[config.mk]
export PLATFORM = sky130hd
export DESIGN_NAME = duart_host_if
export DESIGN_NICKNAME = d
export VERILOG_FILES = /design/src/rtl/duart_host_if_pkg.sv /design/src/rtl/duart_sync.sv /design/src/rtl/duart_chan_regs.sv /design/src/rtl/duart_host_if.sv
export SDC_FILE = /design/constraint.sdc
export NUM_CORES = 1
export LEC_CHECK = 0
export BUFFER_PORTS_ARGS = -buffer_cell sky130_fd_sc_hd__buf_2
export CAP_MARGIN = 10
export CORE_MARGIN = 3
export CORE_UTILIZATION = 45
export DETAILED_ROUTE_END_ITERATION = 10
export PLACE_DENSITY = 0.68
export SYNTH_ARGS = -nofsm -noshare
export SYNTH_HDL_FRONTEND = slang
export SYNTH_SLANG_ARGS = --single-unit
[constraint.sdc]
create_clock -name clk -period 4.8 [get_ports clk]
set_clock_uncertainty 0.05 [all_clocks]
set_input_delay 1.2 -clock clk [delete_from_list [all_inputs] [get_ports clk]]
set_output_delay 1.2 -clock clk [all_outputs]
set_load 0.05 [all_outputs]
[src/rtl/duart_host_if_pkg.sv]
package duart_host_if_pkg;
   localparam int unsigned DATA_W  = 8;
   localparam int unsigned OFF_W   = 3;
   localparam int unsigned NUM_CH  = 2;
   localparam logic [OFF_W-1:0] OFF_DIV_LO = 3'd0;
   localparam logic [OFF_W-1:0] OFF_DIV_HI = 3'd1;
   localparam logic [OFF_W-1:0] OFF_LINE   = 3'd3;
   localparam int unsigned ACCESS_BIT = 7;
endpackage

[src/rtl/duart_sync.sv]
module duart_sync #(
   parameter int unsigned WIDTH   = 4,
   parameter int unsigned STAGES  = 2,
   parameter logic [WIDTH-1:0] RST_VAL = '1
) (
   input  logic             clk,
   input  logic             rst,
   input  logic [WIDTH-1:0] d,
   output logic [WIDTH-1:0] q
);
   generate
      if (STAGES < 2) begin : g_bad
         $error("duart_sync: STAGES must be at least 2");
      end
   endgenerate

   logic [WIDTH-1:0] stage_q [STAGES];

   always_ff @(posedge clk) begin
      if (rst) begin
         for (int i = 0; i < STAGES; i++) stage_q[i] <= RST_VAL;
      end else begin
         stage_q[0] <= d;
         for (int i = 1; i < STAGES; i++) stage_q[i] <= stage_q[i-1];
      end
   end

   assign q = stage_q[STAGES-1];
endmodule

[src/rtl/duart_chan_regs.sv]
module duart_chan_regs
   import duart_host_if_pkg::*;
#(
   parameter logic [DATA_W-1:0] ID_CODE  = 8'h0A,
   parameter logic [DATA_W-1:0] REV_CODE = 8'h01
) (
   input  logic              clk,
   input  logic              rst,
   input  logic              wr_en,
   input  logic [OFF_W-1:0]  off,
   input  logic [DATA_W-1:0] wdata,
   input  logic [DATA_W-1:0] bank_rdata,
   output logic [DATA_W-1:0] rdata,
   output logic              bank_wr,
   output logic [DATA_W-1:0] line_q,
   output logic              access_on,
   output logic              id_mode
);
   logic [DATA_W-1:0] div_lo_q, div_hi_q;
   logic hit_line, hit_lo, hit_hi;

   assign access_on = line_q[ACCESS_BIT];
   assign hit_line  = (off == OFF_LINE);
   assign hit_lo    = access_on && (off == OFF_DIV_LO);
   assign hit_hi    = access_on && (off == OFF_DIV_HI);
   assign id_mode   = (div_lo_q == '0) && (div_hi_q == '0);
   assign bank_wr   = wr_en && !(hit_line || hit_lo || hit_hi);

   always_ff @(posedge clk) begin
      if (rst) begin
         line_q   <= '0;
         div_lo_q <= '0;
         div_hi_q <= '0;
      end else if (wr_en) begin
         if (hit_line) line_q   <= wdata;
         if (hit_lo)   div_lo_q <= wdata;
         if (hit_hi)   div_hi_q <= wdata;
      end
   end

   always_comb begin
      if (hit_line)    rdata = line_q;
      else if (hit_lo) rdata = id_mode ? REV_CODE : div_lo_q;
      else if (hit_hi) rdata = id_mode ? ID_CODE  : div_hi_q;
      else             rdata = bank_rdata;
   end
endmodule

[src/rtl/duart_host_if.sv]
module duart_host_if
   import duart_host_if_pkg::*;
#(
   parameter int unsigned SYNC_STAGES = 2,
   parameter logic [DATA_W-1:0] ID_CODE  = 8'h0A,
   parameter logic [DATA_W-1:0] REV_CODE = 8'h01
) (
   input  logic              clk,
   input  logic              rst,
   input  logic [2:0]        addr,
   input  logic [7:0]        data_in,
   output logic [7:0]        data_out,
   output logic              data_oe,
   input  logic              cs_a_n,
   input  logic              cs_b_n,
   input  logic              rd_n,
   input  logic              wr_n,
   output logic [1:0]        ch_wr_o,
   output logic [2:0]        ch_addr_o,
   output logic [7:0]        ch_wdata_o,
   input  logic [15:0]       ch_rdata_i,
   input  logic [1:0]        irq_i,
   output logic [1:0]        irq_o,
   input  logic [1:0]        rxrdy_n_i,
   output logic [1:0]        rxrdy_n_o,
   input  logic [1:0]        txrdy_n_i,
   output logic [1:0]        txrdy_n_o
);
   localparam int unsigned CTRL_W = NUM_CH + 2;

   generate
      if (DATA_W != 8 || OFF_W != 3 || NUM_CH != 2) begin : g_bad_cfg
         $error("duart_host_if: port widths fixed at 8/3/2");
      end
   endgenerate

   logic [CTRL_W-1:0] ctrl_s;
   logic              rd_s, wr_s, wr_prev_q, wr_commit;
   logic [NUM_CH-1:0] sel_s;
   logic [DATA_W-1:0] chan_rdata [NUM_CH];
   logic [DATA_W-1:0] chan_line  [NUM_CH];
   logic [NUM_CH-1:0] chan_access, chan_idm;

   duart_sync #(.WIDTH(CTRL_W), .STAGES(SYNC_STAGES), .RST_VAL('1)) u_sync (
      .clk (clk),
      .rst (rst),
      .d   ({cs_b_n, cs_a_n, wr_n, rd_n}),
      .q   (ctrl_s)
   );

   assign rd_s  = ctrl_s[0];
   assign wr_s  = ctrl_s[1];
   assign sel_s = ~ctrl_s[CTRL_W-1:2];

   always_ff @(posedge clk) begin
      if (rst) wr_prev_q <= 1'b1;
      else     wr_prev_q <= wr_s;
   end

   assign wr_commit = wr_s && !wr_prev_q;

   generate
      for (genvar ch = 0; ch < NUM_CH; ch++) begin : g_chan
         duart_chan_regs #(.ID_CODE(ID_CODE), .REV_CODE(REV_CODE)) u_regs (
            .clk        (clk),
            .rst        (rst),
            .wr_en      (wr_commit && sel_s[ch]),
            .off        (addr),
            .wdata      (data_in),
            .bank_rdata (ch_rdata_i[ch*DATA_W +: DATA_W]),
            .rdata      (chan_rdata[ch]),
            .bank_wr    (ch_wr_o[ch]),
            .line_q     (chan_line[ch]),
            .access_on  (chan_access[ch]),
            .id_mode    (chan_idm[ch])
         );
      end
   endgenerate

   assign ch_addr_o  = addr;
   assign ch_wdata_o = data_in;

   assign data_oe = !rd_s && (|sel_s);

   always_comb begin
      if (!data_oe)      data_out = '0;
      else if (sel_s[0]) data_out = chan_rdata[0];
      else               data_out = chan_rdata[1];
   end

   assign irq_o     = irq_i;
   assign rxrdy_n_o = rxrdy_n_i;
   assign txrdy_n_o = txrdy_n_i;
endmodule

Yosys cells after proc, flatten, opt, wreduce, memory -nomap -nowiden
Memory sizes are Yosys's and may differ from the RTL's.
Index checks and enable logic that the tools add are counted.

storage, ports and cells
  memories kept = 1
  word-level logic and storage cells = 62
  bits of input ports = 39
  register bits = 49
  latch bits = 0
  bits in writable memories = 8
  memory bits (read-only) = 0

operators by class
  order comparisons = 0
  div/mod/pow operators = 0
  multiplexer cells = 17
  multiply operators = 0
  shifts and indexed selects = 0
  equal/unequal tests = 2
  $add $sub $neg = 0
  bitwise operators = 3
  reduce and logical (&&, ||, !) cells = 32

memory list
  memory          depth  width  rd ports  clocked after memory_dff  write ports  line              RTL
  u_sync.stage_q  2      4      2         0                         2            duart_sync.sv:17  logic [WIDTH-1:0] stage_q [STAGES];

operators with widths
  cell                                           count
  2-to-1 mux 8 bit                               12
  logical NOT 8 bit                              4
  logical AND 1 bit                              12
  AND reduction 2 bit                            6
  2-to-1 mux 4 bit                               2
  logical NOT 1 bit                              4
  logical OR 1 bit                               4
  == test 3 x 1 -> 1 bit, second input constant  1
  == test 3 x 2 -> 1 bit, second input constant  1
  logical NOT 3 bit                              1
  2-to-1 mux 1 bit                               3
  NOT 2 bit                                      1
  OR 1 bit                                       2
  OR reduction 2 bit                             1

Longest topological paths before layout
Gate-level depths: netlist of run 1.

  depth after elaboration = 8
  mapped depth = 7
  depth with buffers taken out = 5

Modules after synthesis
Synthesis of run 1 repeated with hierarchy kept, for this count alone.

second synthesis, totals
  cells, all modules = 345
  area, all modules = 3056.7 um^2

modules (own cells, without submodules)
  module           seq. area each (um^2)  cells an instance  area an instance (um^2)  instances
  duart_chan_regs  480.5                  138                1198.6                   2
  duart_host_if    20.0                   49                 419.2                    1
  duart_sync       160.2                  20                 240.2                    1

Worst setup path after synthesis of run 1
Ideal clock, no wire load.

  kind = in2out
  from = in addr[2]
  to = out data_out[2]
  stages = 5
  setup slack = 74 ps
  buffers on the path = 1
  arrival = 3476 ps
  cells stage by stage = buf_6 -> nor3b_2 -> o221ai_1 -> o211a_1 -> nor4_1

on the way
  longest elaborated chain between the ends = 7

RTL lines
  element                 line                   RTL
  start: declaration      duart_host_if.sv:10    input logic [2:0] addr,
  == test 3 x 1 -> 1 bit  duart_chan_regs.sv:25  assign hit_hi = access_on && (off == OFF_DIV_HI);
  logical AND 1 bit       duart_chan_regs.sv:25
  2-to-1 mux 8 bit        duart_chan_regs.sv:44  else if (hit_hi) rdata = id_mode ? ID_CODE : div_hi_q;
  2-to-1 mux 8 bit        duart_chan_regs.sv:43  else if (hit_lo) rdata = id_mode ? REV_CODE : div_lo_q;
  2-to-1 mux 8 bit        duart_chan_regs.sv:42  if (hit_line) rdata = line_q;
  2-to-1 mux 8 bit (*)    duart_host_if.sv:87    else if (sel_s[0]) data_out = chan_rdata[0];
  2-to-1 mux 8 bit (*)    duart_host_if.sv:86    if (!data_oe) data_out = '0;
  end: declaration        duart_host_if.sv:12    output logic [7:0] data_out,

Mark *: on every way between the ends. The rest lies on a longest branch, timed or not.

Final worst setup path of run 1
  from = in addr[0]
  to = out data_out[6]

The elaborated chain is that of the path after synthesis.

==> impl_metrics.tcl, run 1 <==
set metrics [dict create \
    track_usage_pct 24.0 \
    final_area_mm2 0.00329 \
    reg2reg_from "u_sync.stage_q[0][6]" \
    synthesis.yosys.warnings 0 \
    startpoint_type "input pin" \
    ys_types 48 \
    leakagePower_nw 1.38 \
    avgViaCountPerCell 6.00 \
    cts_tree "done" \
    antenna_left 0 \
    min_period_ns 4.34 \
    drt-initial-drc-count 326 \
    pwr_density_cell_mw_per_mm2 307 \
    end_kind "primary output" \
    synthTopCellsByArea "dfxtp_1 39%, mux2i_1 8.1%, a21oi_1 6.4%, nand2_1 6.0%, nand3_1 5.8%" \
    post_route_cells_drive_above_1_share_pct 23.8 \
    cts_buffers 9 \
    grt_overflow 0 \
    gp_congestion 0.931 \
    rsz0062_at_grt "no" \
    ys_seq_area_share_pct 38.6 \
    fin_nets 425 \
    hold_depth 1 \
    arrival_ns 3.09 \
    synth_top_family_by_area "simple AND/OR/NAND/NOR gates" \
    setup_viol 0 \
    fin_cells 466 \
    fin_tns_setup_ns 0 \
    pin_count 67 \
    r2r_cells 5 \
    placed_cell_area_mm2 0.00310 \
    clock_sinks 57 \
    crit_fanout 18 \
    finalPower_w 0.00101 \
    die_y_um 87.1 \
    cp_slowest_stage_delay_ns 0.44 \
    r2r_end "g_chan[0].u_regs.div_hi_q[2]" \
    worstPathRequired_ns 3.55 \
    final-hold-violation-count 0 \
    area_delta_synth_final_pct 11.4 \
    worstPathCellList "buf_2, nand2_1, nor2_2, buf_4, a211oi_1, a211oi_1, nor3_1, buf_2" \
    critical_path_class "in -> out" \
    avgSynthCellArea_um2 8.29 \
    status "completed" \
    start_util_pct 48.2 \
    hp-start "u_sync.stage_q[0][1]" \
    synth-edff-count 0 \
    cts_buffer_depth 2 \
    synth_fa_ha_area_share_pct 0 \
    synthArstFlopShare_pct 0 \
    synth_common_cells "57 x dfxtp_1, 47 x nand2_1, 38 x a21oi_1" \
    die-area_mm2 0.00758 \
    ys_ff_latch 57 \
    grt_pass1_vias 2488 \
    cpMaxStageDelayCell "nor2_2" \
    cts_hold_buf 0 \
    drv_slew 0 \
    yosys.area_share.xor_xnor_pct 0 \
    synthCells 357 \
    n_antenna_cell 0 \
    synth-main-ff-cell "dfxtp_1" \
    max_freq_mhz 230 \
    cap_violations 0 \
    syn_area_mm2 0.00296 \
    pre_cts_ws_ns 0.484 \
    peakVddDrop_uv 189 \
    cts-root-buf "clkbuf_8" \
    synthMostInstantiatedCell "dfxtp_1" \
    grt_start_max_net_pins 58 \
    first_pass_iters 5 \
    place_inst 450 \
    cts_resized 0 \
    htree_levels 3 \
    postCtsSetupBuffers 0 \
    drcViolationCount 0 \
    row_count 28 \
    muxShareOfSynthArea_pct 8.12 \
    cts.clk_slew.worst_paths_ns 0.07 \
    syn-num-nets 396 \
    synth_top_area_share_pct 38.6 \
    worstSkewPairLatency_ns 0.34 \
    hold_class "reg -> reg" \
    grt_pass1_wl_mm 13.8 \
    fin_crit_sh_pct 90.5 \
    antenna_found_initial 0 \
    wl_per_cell_um 18.6 \
    die_width_um 87.1 \
    synth_area_leader_cell "dfxtp_1" \
    drt_wl_total_mm 8.69 \
    core_area_mm2 0.00613 \
    tightest_slew_ns 1.03 \
    io_buffers 54 \
    slew_headroom_pct 31.3 \
    hold_path_end "u_sync.stage_q[0][5]" \
    num_vias 2797 \
    synth_compound_area_share_pct 16.7 \
    yosys.area_share.simple_pct 27.5 \
    fin_ws_ns 0.455 \
    rrSetupSlack_ns 2.78 \
    dpl.hpwl_mm 6.06 \
    n_fill_cell 586 \
]
## flip-flops by register name, indices dropped and copies added, names as in the netlist
register / count
u_sync.stage_q: 8
wr_prev_q: 1
g_chan.u_regs.div_lo_q: 16
g_chan.u_regs.div_hi_q: 16
g_chan.u_regs.line_q: 16
## placed cells by master, fill, tap and decap left out, types with 5 or more instances in the layout
| cell type | n |
|---|---|
| or2_2 | 9 |
| nor4_1 | 12 |
| dfxtp_1 | 57 |
| and3_1 | 5 |
| buf_4 | 5 |
| a21oi_1 | 38 |
| nor3_1 | 5 |
| nand3_1 | 34 |
| buf_2 | 54 |
| clkbuf_8 | 13 |
| nand2_1 | 47 |
| mux2i_1 | 24 |
| nor2_1 | 23 |
## stage by stage
stage / hold WS (ns) / util (%)
5_1_grt: 0.376 / 53.7
6_report: 0.359 / 53.7
3_5_place_dp: 0.343 / 50.6
2_1_floorplan: 0.339 / -
4_1_cts: 0.362 / 53.7
3_3_place_gp: 0.342 / 50.6
## worst max-delay path, delay by kind of cell
kind	cells	cell delay (ns)
simple gates	3	0.70
buf+inv	3	0.85
compound gates	2	0.32
## per-layer routing
metal	up-vias	part of all wire [%]	track usage, %	wire (µm)
li1	1326	-	-	-
met1	1302	44	35.4	3860
met2	153	43	33.1	3780
met3	16	10	6.62	891
met4	0	1.8	8.64	155
met5	-	0	0	0
## power by group
group | switching, W | leakage (nW) | total [W] | internal (W)
registers | 0.00000351 | 0.461 | 0.000480 | 0.000476
logic | 0.0000688 | 0.812 | 0.0000969 | 0.0000281
clock network | 0.000194 | 0.102 | 0.000436 | 0.000242
## how the worst max path moves through the flow
stage,endpoint,start
6_report,data_out[6],addr[0]
5_1_grt,data_out[6],addr[0]
4_1_cts,data_out[6],addr[0]
3_5_place_dp,data_out[6],addr[0]
3_3_place_gp,data_out[3],addr[0]
2_1_floorplan,data_out[2],addr[2]
## kinds of logic (layout without fill, tap and decap cells)
family | Yosys count | count (layout)
AO/OA/AOI/OAI | 75 | 75
buffers and inverters | 44 | 78
flip-flops | 57 | 57
multiplexers | 24 | 24
AND/OR/NAND/NOR | 157 | 157
## layout make-up
class                   instances  area, µm²  area share, %
multi-input cells             256       1550           47.0
flip-flops and latches         57       1140           34.6
repair buffers                 59        308           9.34
clock buffers                  14        183           5.54
inverters                       3       11.3          0.342
clock inverters                 2       10.0          0.304
well taps                      75       93.8           2.85
(Power assumes the default switching activity.)
==> run 2, diff against run 1 <==
ABC_AREA = 1   (was not set)
==> impl_metrics.tcl, run 2 <==
set metrics [dict create \
    slew_headroom_pct 62.6 \
    status "completed" \
    cts-root-buf "clkbuf_8" \
    top_regs "g_chan.u_regs.div_hi_q x16, g_chan.u_regs.div_lo_q x16, g_chan.u_regs.line_q x16" \
    worstSkewPairLatency_ns 0.35 \
    core_area_mm2 0.00639 \
    synth_area_leader_cell "dfxtp_1" \
    cts_buffers 9 \
    htree_levels 3 \
    cts_buffer_depth 2 \
    pin_count 67 \
    post_route_cells_drive_above_1_share_pct 20.1 \
    cts_hold_buf 0 \
    startpoint_type "input pin" \
    worstPathCellList "buf_2, nor2_4, nand3_2, inv_2, nand2_1, nand3_1, o211ai_1, nand2_1, nand2_1, nor2_1, buf_2" \
    ys_types 25 \
    ys_ff_latch 57 \
    die_width_um 87.4 \
    seq_power_share_pct 43.9 \
    first_pass_iters 5 \
    area_delta_synth_final_pct 14.3 \
    fin_crit_sh_pct 85.3 \
    layout_common_cells "122 x nor2_1, 105 x nand2_1, 57 x dfxtp_1" \
    avgViaCountPerCell 5.12 \
    num_vias 2967 \
    drcViolationCount 0 \
    cpMostUsedCell "nand2_1" \
    critical_path_class "in -> out" \
    fin_tns_setup_ns 0 \
    dpl.hpwl_mm 5.85 \
    cap_violations 0 \
    worstPathRequired_ns 3.55 \
    pwr_density_cell_mw_per_mm2 320 \
    grt_overflow 0 \
    track_usage_pct 23.5 \
    die_y_um 87.4 \
    synthArstFlopShare_pct 0 \
    peakVddDrop_uv 283 \
    n_fill_cell 655 \
    grt_pass1_vias 2630 \
    drt_wl_total_mm 8.44 \
    final_util_pct 53.3 \
    cp_slowest_stage_delay_ns 0.28 \
    clockPowerShare_pct 47.2 \
    cts_tree "done" \
    n_antenna_cell 0 \
    synthTopCellsByArea "dfxtp_1 38%, nor2_1 15%, nand2_1 13%, o21ai_0 8.9%, buf_4 4.8%" \
    drv_slew 0 \
    switching_share_pct 25.4 \
    tightest_slew_ns 0.560 \
    synth_top_area_share_pct 38.3 \
    antenna_left 0 \
    p_sw_w 0.000277 \
    grt_start_max_net_pins 50 \
    end_kind "primary output" \
    synth-edff-count 0 \
    leakagePower_nw 1.74 \
    reg2reg_from "g_chan[1].u_regs.line_q[7]" \
    avgSynthCellArea_um2 6.42 \
    p_comb_share_pct 8.9 \
    syn-num-nets 503 \
    start_util_pct 46.7 \
    fin_ws_ns 0.706 \
    syn_area_mm2 0.00298 \
    row_count 29 \
    rsz0062_at_grt "no" \
    gp_congestion 0.948 \
    fin_hold_ws_ns 0.358 \
    setup_viol 0 \
    grt_pass1_wl_mm 13.5 \
    antenna_found_initial 0 \
    synth_common_cells "122 x nor2_1, 105 x nand2_1, 57 x dfxtp_1" \
    synthMostInstantiatedCell "nor2_1" \
    die-area_mm2 0.00764 \
    hp-start "u_sync.stage_q[0][1]" \
    cts.clk_slew.worst_paths_ns 0.07 \
    crit_path_start "addr[1]" \
    min_period_ns 4.09 \
    final_common_cell "nor2_1" \
    io_buffers 54 \
    postCtsSetupBuffers 0 \
    wl_per_cell_um 14.6 \
    internal_power_w 0.000813 \
    drt-initial-drc-count 322 \
    max_freq_mhz 244 \
    hold_class "reg -> reg" \
    ys_seq_area_share_pct 38.3 \
    fin_nets 537 \
    synthesis.yosys.warnings 0 \
    clock_sinks 57 \
    crit_fanout 11 \
    pre_cts_ws_ns 0.720 \
    cts_resized 0 \
    synth-main-ff-cell "dfxtp_1" \
    cpMaxStageDelayCell "buf_2" \
    arrival_ns 2.84 \
    synthCells 464 \
    final-hold-violation-count 0 \
]
## run 2: cell families after synthesis
| family | after synthesis | synth area share (%) |
|---|---|---|
| AND/OR/NAND/NOR | 262 | 36.6 |
| buffers and inverters | 68 | 11.3 |
| flip-flops | 57 | 38.3 |
| AO/OA/AOI/OAI | 77 | 13.9 |
## run 2: through the flow
step,instance area [µm²],std cells,total power (W)
2_1_floorplan,2980,464,0.000564
3_3_place_gp,3150,563,0.000582
3_5_place_dp,3150,563,0.000583
4_1_cts,3380,579,0.00110
5_1_grt,3410,580,0.00113
6_report,3410,580,0.00109
## run 2: layer usage
layer  vias up  GRT usage [%]  part of all wire, %
met2       119           34.3                   43
li1       1509              -                    -
met1      1320           32.4                   46
met3        19           7.57                  9.0
met5         -              0                    0
met4         0           8.23                  2.5
## run 2: worst paths after layout
check	to	slack, ns	depth (start not counted)
worst min register to register	u_sync.stage_q[0][5]	0.36	1
worst max-delay path	data_out[4]	0.71	11
worst max register to register	g_chan[1].u_regs.div_lo_q[6]	3.03	5
worst min-delay path	u_sync.stage_q[0][5]	0.36	1
## run 2: power groups by stage
stage / logic [W] / registers [W] / clock network (W)
4_1_cts: 0.0000941 / 0.000478 / 0.000525
3_3_place_gp: 0.0000930 / 0.000489 / 0
5_1_grt: 0.000106 / 0.000478 / 0.000547
3_5_place_dp: 0.0000937 / 0.000489 / 0
6_report: 0.0000972 / 0.000478 / 0.000514
2_1_floorplan: 0.0000764 / 0.000488 / 0
## run 2: cell type report
class / instances / area, µm² / area share, %
multi-input combinational: 339 / 1500 / 44.1
sequential: 57 / 1140 / 33.5
timing repair buffer: 56 / 305 / 8.96
clock buffer: 10 / 138 / 4.04
inverter: 35 / 131 / 3.86
tap: 77 / 96.3 / 2.83
clock inverter: 6 / 91.3 / 2.68
## run 2: critical path, delay by kind of cell
family	cells	cell delay (ns)
and+or+nand+nor	7	0.89
buffers and inverters	3	0.63
AOI/OAI and AO/OA	1	0.14
==> run 3, diff against run 2 <==
==> constraint.sdc (replaced) <==
create_clock -name clk -period 4.8 [get_ports clk]
set_clock_uncertainty 0.05 [all_clocks]
set_input_delay 0.48 -clock clk [delete_from_list [all_inputs] [get_ports clk]]
set_output_delay 0.48 -clock clk [all_outputs]
set_load 0.05 [all_outputs]
==> impl_metrics.tcl, run 3 (synthesis gave the netlist of run 2 again) <==
set metrics [dict create \
    peakVddDrop_uv 208 \
    pin_count 67 \
    avgViaCountPerCell 5.11 \
    max_freq_mhz 370 \
    cts_buffers 9 \
    row_count 29 \
    crit_fanout 16 \
    antenna_found_initial 0 \
    drv_slew 0 \
    grt_overflow 0 \
    io_buffers 54 \
    leakagePower_nw 1.71 \
    pwr_density_cell_mw_per_mm2 284 \
    die_width_um 87.4 \
    postCtsSetupBuffers 0 \
    grt_start_max_net_pins 50 \
    critical_path_class "in -> out" \
    cts_tree "done" \
    grt_pass1_wl_mm 13.3 \
    htree_levels 3 \
    hold_class "in -> reg" \
    area_delta_synth_final_pct 11.3 \
    drcViolationCount 0 \
    track_usage_pct 23.1 \
    num_vias 2963 \
    wl_per_cell_um 14.6 \
    tightest_slew_ns 0.658 \
    antenna_left 0 \
    slew_headroom_pct 56.0 \
    startpoint_type "input pin" \
    dpl.hpwl_mm 5.88 \
    die_y_um 87.4 \
    first_pass_iters 5 \
    start_util_pct 46.7 \
    core_area_mm2 0.00639 \
    cts.clk_slew.worst_paths_ns 0.06 \
    final-hold-violation-count 0 \
    fin_nets 537 \
    final_util_pct 51.9 \
    die-area_mm2 0.00764 \
    top_regs "g_chan.u_regs.div_hi_q x16, g_chan.u_regs.div_lo_q x16, g_chan.u_regs.line_q x16" \
    fin_tns_setup_ns 0 \
    cts_resized 0 \
    grt_pass1_vias 2606 \
    cts_hold_buf 0 \
    min_period_ns 2.70 \
    end_kind "primary output" \
    worstSkewPairLatency_ns 0.33 \
    status "completed" \
    layout_common_cells "122 x nor2_1, 105 x nand2_1, 57 x dfxtp_1" \
    clock_sinks 57 \
    drt-initial-drc-count 240 \
    cap_violations 0 \
    cts_buffer_depth 2 \
    cts-root-buf "clkbuf_8" \
    worstPathRequired_ns 4.27 \
    post_route_cells_drive_above_1_share_pct 19.5 \
    final_common_cell "nor2_1" \
    n_antenna_cell 0 \
    gp_congestion 0.912 \
    fin_cells 580 \
    arrival_ns 2.17 \
    place_inst 563 \
    rsz0062_at_grt "no" \
    fin_crit_sh_pct 56.3 \
    setup_viol 0 \
    drt_wl_total_mm 8.46 \
]
==> run 3: cell count changes in the layout (fill, tap and decap cells not counted) <==
cell and delta:
buf_16 -1, buf_6 +1, bufinv_16 -2, clkbuf_1 +3, clkbuf_8 -1, clkinv_2 +4
clkinv_4 -1, clkinvlp_4 -3
==> run 3: layout make-up <==
type / count / area, µm²
fill: 646 / 3070
tap: 77 / 96.3
timing repair buffer: 56 / 289
inverter: 35 / 131
clock buffer: 12 / 135
multi-input combinational: 339 / 1500
sequential: 57 / 1140
clock inverter: 4 / 20.0
==> run 3: critical path: stages <==
cell and delay, ns:
buf_2 0.14, nand2_1 0.06, nor2_1 0.50, buf_6 0.25, inv_2 0.15, o21ai_0 0.12
inv_1 0.06, nand2_1 0.06, nand2_1 0.04, nand2_1 0.05, nor2_1 0.05, buf_2 0.21
==> run 3: final timing paths <==
check                                                     to  slack, ns                        from  cells past startpoint
worst max register to register  g_chan[0].u_regs.div_lo_q[6]       3.08  g_chan[0].u_regs.line_q[7]                      5
worst min-delay path                    u_sync.stage_q[0][0]       0.28                        rd_n                      2
worst max-delay path                             data_out[1]       2.10                     addr[0]                     12
worst min register to register          u_sync.stage_q[0][5]       0.36        u_sync.stage_q[0][1]                      1
==> run 3: report_power, final <==
part	internal, W	total, W	leakage (nW)	switching (W)
clock network	0.000184	0.000368	0.0839	0.000184
logic	0.0000288	0.0000949	1.17	0.0000661
registers	0.000477	0.000478	0.461	0.00000191
==> run 3: stage by stage <==
step                hold slack, ns  area, µm²  setup slack [ns]  power (W)
floorplan                    0.339       2980              2.34   0.000564
global placement             0.342       3150              1.66   0.000582
detailed placement           0.343       3150              1.58   0.000583
CTS                          0.271       3300              1.59   0.000947
global route                 0.261       3320              1.91   0.000984
finish                       0.284       3320              2.10   0.000941
==> run 3: per-layer routing <==
layer | wire, µm | up-vias | GRT usage [%]
met3 | 586 | 10 | 6.24
met4 | 100 | 0 | 6.00
met5 | 0 | - | 0
met2 | 3700 | 110 | 34.1
met1 | 4080 | 1331 | 33.1
li1 | - | 1512 | -
